File: src/rtl/cfgseq_pkg.sv
package cfgseq_pkg;
    localparam int BUS_W   = 8;
    localparam int SLOT_W  = 5;
    localparam int FUNC_W  = 3;
    localparam int REG_W   = 12;
    localparam int WORD_W  = 32;
    localparam int LANES   = WORD_W / 8;
    localparam int BADDR_W = 24;

    typedef enum logic [2:0] {
        ST_IDLE,
        ST_ADDR_WRITE,
        ST_ADDR_READ,
        ST_DATA,
        ST_DONE
    } seq_state_t;

    typedef enum logic [1:0] {
        SZ_BYTE = 2'd0,
        SZ_HALF = 2'd1,
        SZ_WORD = 2'd2,
        SZ_NONE = 2'd3
    } xfer_size_t;

    typedef struct packed {
        logic              write;
        logic [REG_W-1:0]  regn;
        xfer_size_t        size;
        logic [WORD_W-1:0] wdata;
    } cfg_req_t;
endpackage

File: src/rtl/cfgseq_addr_enc.sv
module cfgseq_addr_enc
    import cfgseq_pkg::*;
#(
    parameter int unsigned MIN_ROOT_SLOT = 11
) (
    input  logic              gen_ext,
    input  logic [BUS_W-1:0]  root_bus,
    input  logic              skip_en,
    input  logic [SLOT_W-1:0] skip_slot,
    input  logic [BUS_W-1:0]  bus,
    input  logic [SLOT_W-1:0] slot,
    input  logic [FUNC_W-1:0] func,
    input  logic [REG_W-1:0]  regn,
    output logic [WORD_W-1:0] addr_word,
    output logic              reject
);
    logic is_local;
    logic skip_hit;
    logic low_slot;

    always_comb begin
        is_local = (bus == root_bus) && !gen_ext;
        if (is_local) begin
            addr_word = (WORD_W'(1) << slot)
                      | (WORD_W'(func) << 8)
                      | {{(WORD_W-8){1'b0}}, regn[7:2], 2'b00};
        end else begin
            addr_word = (WORD_W'(bus) << 16)
                      | (WORD_W'(slot) << 11)
                      | (WORD_W'(func) << 8)
                      | {{(WORD_W-8){1'b0}}, regn[7:2], 2'b01};
        end
        if (gen_ext) begin
            addr_word[WORD_W-1 -: 4] = regn[11:8];
        end
        skip_hit = skip_en && (slot == skip_slot);
        low_slot = is_local && (32'(slot) < MIN_ROOT_SLOT);
        reject   = skip_hit || low_slot;
    end
endmodule

File: src/rtl/cfgseq_lane_steer.sv
module cfgseq_lane_steer
    import cfgseq_pkg::*;
(
    input  xfer_size_t        size,
    input  logic [2:0]        off,
    input  logic [WORD_W-1:0] host_wdata,
    input  logic [WORD_W-1:0] bus_rdata,
    output logic [2:0]        aligned_off,
    output logic [LANES-1:0]  be,
    output logic [WORD_W-1:0] bus_wdata,
    output logic [WORD_W-1:0] host_rdata
);
    logic [WORD_W-1:0] mask;
    logic [4:0]        sh;

    always_comb begin
        unique case (size)
            SZ_BYTE: begin
                aligned_off = off;
                mask        = 32'h0000_00FF;
                be          = LANES'(4'b0001) << off[1:0];
            end
            SZ_HALF: begin
                aligned_off = {off[2:1], 1'b0};
                mask        = 32'h0000_FFFF;
                be          = LANES'(4'b0011) << {off[1], 1'b0};
            end
            default: begin
                aligned_off = {off[2], 2'b00};
                mask        = 32'hFFFF_FFFF;
                be          = {LANES{1'b1}};
            end
        endcase
        sh         = {aligned_off[1:0], 3'b000};
        bus_wdata  = (host_wdata & mask) << sh;
        host_rdata = (bus_rdata >> sh) & mask;
    end
endmodule

File: src/rtl/cfg_access_seq.sv
module cfg_access_seq
    import cfgseq_pkg::*;
#(
    parameter logic [23:0] ADDR_OFF      = 24'h80_0000,
    parameter logic [23:0] DATA_OFF      = 24'hC0_0000,
    parameter int unsigned MAX_TRIES     = 4,
    parameter int unsigned MIN_ROOT_SLOT = 11
) (
    input  logic        clk,
    input  logic        rst_n,
    input  logic        gen_ext,
    input  logic [7:0]  root_bus,
    input  logic        skip_en,
    input  logic [4:0]  skip_slot,
    input  logic        req_valid,
    output logic        req_ready,
    input  logic        req_write,
    input  logic [7:0]  req_bus,
    input  logic [4:0]  req_slot,
    input  logic [2:0]  req_func,
    input  logic [11:0] req_reg,
    input  logic [1:0]  req_size,
    input  logic [31:0] req_wdata,
    output logic        done,
    output logic [31:0] done_rdata,
    output logic        done_err,
    output logic        bus_valid,
    output logic        bus_write,
    output logic [23:0] bus_addr,
    output logic [3:0]  bus_be,
    output logic [31:0] bus_wdata,
    input  logic [31:0] bus_rdata,
    input  logic        bus_ack
);
    localparam int TRY_W = $clog2(MAX_TRIES + 1);
    localparam logic [WORD_W-1:0] ALL_ONES = '1;

    seq_state_t        state, state_nx;
    cfg_req_t          cur;
    logic [WORD_W-1:0] want_word;
    logic [TRY_W-1:0]  misses;
    logic [WORD_W-1:0] res_data;
    logic              res_err;

    logic [WORD_W-1:0] enc_word;
    logic              enc_reject;
    logic [2:0]        lane_off;
    logic [LANES-1:0]  lane_be;
    logic [WORD_W-1:0] lane_wdata;
    logic [WORD_W-1:0] lane_rdata;

    logic accept;
    logic rb_match;
    logic last_try;

    cfgseq_addr_enc #(.MIN_ROOT_SLOT(MIN_ROOT_SLOT)) u_enc (
        .gen_ext   (gen_ext),
        .root_bus  (root_bus),
        .skip_en   (skip_en),
        .skip_slot (skip_slot),
        .bus       (req_bus),
        .slot      (req_slot),
        .func      (req_func),
        .regn      (req_reg),
        .addr_word (enc_word),
        .reject    (enc_reject)
    );

    cfgseq_lane_steer u_lane (
        .size        (cur.size),
        .off         (cur.regn[2:0]),
        .host_wdata  (cur.wdata),
        .bus_rdata   (bus_rdata),
        .aligned_off (lane_off),
        .be          (lane_be),
        .bus_wdata   (lane_wdata),
        .host_rdata  (lane_rdata)
    );

    assign accept   = req_valid && (state == ST_IDLE);
    assign rb_match = (bus_rdata == want_word);
    assign last_try = (32'(misses) + 1 >= MAX_TRIES);

    // state register
    always_ff @(posedge clk or negedge rst_n) begin
        if (!rst_n) state <= ST_IDLE;
        else        state <= state_nx;
    end

    // next-state decode
    always_comb begin
        state_nx = state;
        unique case (state)
            ST_IDLE: begin
                if (req_valid) state_nx = enc_reject ? ST_DONE : ST_ADDR_WRITE;
            end
            ST_ADDR_WRITE: begin
                if (bus_ack) state_nx = ST_ADDR_READ;
            end
            ST_ADDR_READ: begin
                if (bus_ack) begin
                    if (rb_match)      state_nx = (cur.size == SZ_NONE) ? ST_DONE : ST_DATA;
                    else if (last_try) state_nx = ST_DONE;
                    else               state_nx = ST_ADDR_WRITE;
                end
            end
            ST_DATA: begin
                if (bus_ack) state_nx = ST_DONE;
            end
            ST_DONE: state_nx = ST_IDLE;
            default: state_nx = ST_IDLE;
        endcase
    end

    // request latch and result registers
    always_ff @(posedge clk or negedge rst_n) begin
        if (!rst_n) begin
            cur       <= '0;
            want_word <= '0;
            misses    <= '0;
            res_data  <= '0;
            res_err   <= 1'b0;
        end else begin
            unique case (state)
                ST_IDLE: begin
                    if (accept) begin
                        cur.write <= req_write;
                        cur.regn  <= req_reg;
                        cur.size  <= xfer_size_t'(req_size);
                        cur.wdata <= req_wdata;
                        want_word <= enc_word;
                        misses    <= '0;
                        res_err   <= 1'b0;
                        res_data  <= (enc_reject && !req_write) ? ALL_ONES : '0;
                    end
                end
                ST_ADDR_READ: begin
                    if (bus_ack) begin
                        if (rb_match) begin
                            if (cur.size == SZ_NONE && !cur.write) res_data <= ALL_ONES;
                        end else begin
                            misses <= misses + 1'b1;
                            if (last_try) begin
                                res_err  <= 1'b1;
                                res_data <= ALL_ONES;
                            end
                        end
                    end
                end
                ST_DATA: begin
                    if (bus_ack && !cur.write) res_data <= lane_rdata;
                end
                default: ;
            endcase
        end
    end

    // outputs
    always_comb begin
        req_ready  = (state == ST_IDLE);
        done       = (state == ST_DONE);
        done_rdata = res_data;
        done_err   = res_err;
        bus_valid  = 1'b0;
        bus_write  = 1'b0;
        bus_addr   = ADDR_OFF;
        bus_be     = {LANES{1'b1}};
        bus_wdata  = '0;
        unique case (state)
            ST_ADDR_WRITE: begin
                bus_valid = 1'b1;
                bus_write = 1'b1;
                bus_wdata = want_word;
            end
            ST_ADDR_READ: begin
                bus_valid = 1'b1;
            end
            ST_DATA: begin
                bus_valid = 1'b1;
                bus_write = cur.write;
                bus_addr  = DATA_OFF + {21'b0, lane_off};
                bus_be    = lane_be;
                bus_wdata = cur.write ? lane_wdata : '0;
            end
            default: ;
        endcase
    end
endmodule

File: config.mk
export PLATFORM = sky130hd
export DESIGN_NAME = cfg_access_seq
export DESIGN_NICKNAME = d
export VERILOG_FILES = /design/src/rtl/cfgseq_pkg.sv /design/src/rtl/cfgseq_addr_enc.sv /design/src/rtl/cfgseq_lane_steer.sv /design/src/rtl/cfg_access_seq.sv
export SDC_FILE = /design/constraint.sdc
export NUM_CORES = 1
export LEC_CHECK = 0
export ABC_AREA = 1
export ABC_CLOCK_PERIOD_IN_PS = 3650
export CAP_MARGIN = 20
export CORE_ASPECT_RATIO = 1.2
export CORE_UTILIZATION = 52
export DETAILED_ROUTE_END_ITERATION = 7
export PLACE_DENSITY = 0.87
export RECOVER_POWER = 25
export SLEW_MARGIN = 15
export SYNTH_ARGS = -nofsm -noshare
export SYNTH_HDL_FRONTEND = slang
export SYNTH_SLANG_ARGS = --single-unit
File: constraint.sdc
create_clock -name clk -period 3.65 [get_ports clk]
set_input_delay 0.73 -clock clk [delete_from_list [all_inputs] [get_ports clk]]
set_output_delay 0.73 -clock clk [all_outputs]
set_load 0.05 [all_outputs]
==> impl_metrics.tcl <==
set metrics [dict create \
    outcome "complete, no violations" \
    dr.pass1.iters 6 \
    io_pins 211 \
    cts_resized 0 \
    synth_commonest_cells "nand2_1, inv_1, dfrtp_1" \
    synth_ff_type "dfrtp_1" \
    syn_inst 1021 \
    worstSetupPathType "flop to output pin" \
    switching_power_mw 4.17 \
    clock_path_buffers 2 \
    clk_pin_slew_ns 0.08 \
    fin_nets 1294 \
    post_cts_buffers 0 \
    required_ns 2.92 \
    p_per_area_nw_per_um2 842 \
    grt_first_pass_wirelength_mm 37.0 \
    synth.top_cell.area_share 0.382 \
    yosysUniqueCellTypes 41 \
    synthArstFlopShare 1.00 \
    ff2ff_path_depth 8 \
    die_y_um 130 \
    clock_latency_ns 0.36 \
    fin_skew_ns 0.0123 \
    cts-root-buf "clkbuf_16" \
    drc_errors 0 \
    grtUsageTotal 0.347 \
    drtIter0Drc 731 \
    fmax_mhz 286 \
    cap_viol_max_count 0 \
    synthTopCellsByArea "dfrtp_1, nand2_1, inv_1" \
    ys_ff_latch 109 \
    grt-ovfl-total 0 \
    min_path_cells 2 \
    cp_max_fo 17 \
    hold_buffers 0 \
    vias 7671 \
    die_x_um 109 \
    avgSynthCellArea_um2 7.00 \
    nFillCells 1072 \
    htreeDepth 3 \
    synth_edf_count 0 \
    synth_most_common_cell "nand2_1" \
    end_kind "output pin" \
    start_util 0.538 \
    dieArea_um2 14200 \
    pwr-share-clk 0.118 \
    start_kind "flop" \
    rows 46 \
    finalWirelength_mm 24.1 \
    swShare 0.514 \
    area_growth_pct 35.0 \
    finalSetupTns_ns 0 \
    crit_arrival_ns 2.77 \
    peakVddDrop_v 0.000541 \
    combPwrFrac 0.627 \
    cts_tree "yes" \
    drv_slew 0 \
    antenna_found_initial 1 \
    dp_hpwl_mm 18.9 \
    grt_max_degree 56 \
    wl_per_cell_um 17.8 \
    post-route-util 0.726 \
    grt_pass1_vias 7075 \
    core_um2 13300 \
    p_int_mw 3.95 \
    finalCritPeriodShare 0.959 \
    fin_crit_ns 3.50 \
    slew_headroom 0.0947 \
    seq_area_frac_synth 0.382 \
    synth_area_leader_cell "dfrtp_1" \
    ys_warn_count 0 \
    finalHoldViolations 0 \
    portBuffers 190 \
    gp_congestion 0.975 \
    finalSetupViolCount 0 \
    cts_buffers 9 \
    tightest_slew_ns 1.36 \
    hp-class "flop to flop" \
    viasPerCell 5.67 \
    drtAntennaViolNets 0 \
    grt_setup_unrepaired "no" \
    leakage_nw 4.67 \
    drive_gt1_frac 0.0802 \
    netlist_area_um2 7150 \
    cts_num_sinks 109 \
    power_frac_seq 0.255 \
]
[critical path: stages, from the launching register on]
cell,delay [ns]
dfrtp_1,0.63
inv_1,0.17
nor2_4,0.22
inv_2,0.12
nor2_8,0.22
inv_2,0.14
nand2_1,0.09
clkdlybuf4s50_1,0.82
[logic make-up after synthesis]
kind of cell,Yosys count,share of synthesized area
buf+inv,199,0.125
fa+ha+maj,1,0.00175
flops,109,0.382
other cells,2,0.00105
xor+xnor,19,0.0233
simple gates,497,0.303
compound gates,194,0.165
[through the flow]
step | total power [mW] | std cells | cell area, um2 | hold WS [ns] | worst slack, ns
after floorplan | 5.32 | 1039 | 7220 | 0.434 | 0.273
after global placement | 7.03 | 1336 | 9380 | 0.458 | 0.635
after detailed placement | 7.10 | 1336 | 9380 | 0.462 | 0.570
after CTS | 8.06 | 1352 | 9670 | 0.444 | 0.185
after global routing | 8.57 | 1353 | 9650 | 0.495 | 0.0635
final | 8.13 | 1353 | 9650 | 0.479 | 0.149
[power groups by stage]
stage                     sequential [mW]  clock (mW)  combinational (mW)
after floorplan                      2.35           0                2.97
after global placement               2.06           0                4.97
after detailed placement             2.08           0                5.02
after CTS                            2.06       0.951                5.05
after global routing                 2.11        1.01                5.45
final                                2.07       0.962                5.10
[layer usage]
metal | part of all wire | GRT usage
met1 | 0.38 | 0.423
met2 | 0.48 | 0.583
met3 | 0.083 | 0.0561
met4 | 0.056 | 0.196
met5 | 0 | 0
[placed cells by master (no fill, tap or decap), drive strengths merged, types with 2 or more instances in the layout]
master,count
nand2,335
o221ai,8
o21ai,80
inv,123
clkinvlp,3
a21oi,32
clkinv,2
a22oi,14
xnor2,16
clkdlybuf4s50,154
a31oi,6
o32ai,9
o22ai,25
a32o,2
nor3,8
and2,2
o211ai,14
nor2,64
xor2,3
dfrtp,109
clkbuf,12
nand3,47
conb,20
nand4,41
buf,50
a32oi,3
[layout make-up]
type	instances	area (um2)	share of cell area
timing repair buffer	206	2360	0.245
clock buffer	10	239	0.0248
sequential	109	2730	0.283
antenna	1	2.50	0.000259
tap	168	210	0.0218
clock inverter	6	45.0	0.00467
multi-input combinational	731	3610	0.374
inverter	122	458	0.0474
[worst paths after layout]
| kind | startpoint | endpoint | slack, ns |
|---|---|---|---|
| setup reg to reg | state[1]$_DFFE_PN0P_ | done_rdata[22]$_DFFE_PN0P_ | 1.25 |
| setup / recovery | state[0]$_DFFE_PN0P_ | bus_write | 0.15 |
| max in group asynchronous | rst_n | want_word[2]$_DFFE_PN0P_ | 1.02 |
| min in group asynchronous | rst_n | cur[27]$_DFFE_PN0P_ | 0.66 |
| hold reg to reg | cur[17]$_DFFE_PN0P_ | cur[17]$_DFFE_PN0P_ | 0.48 |
| hold / removal | cur[17]$_DFFE_PN0P_ | cur[17]$_DFFE_PN0P_ | 0.48 |
[sequential cells by signal, indices dropped and copies added (netlist names)]
name,cells
want_word,32
done_err,1
misses,3
done_rdata,32
state,3
cur,38
(Power assumes the default switching activity.)
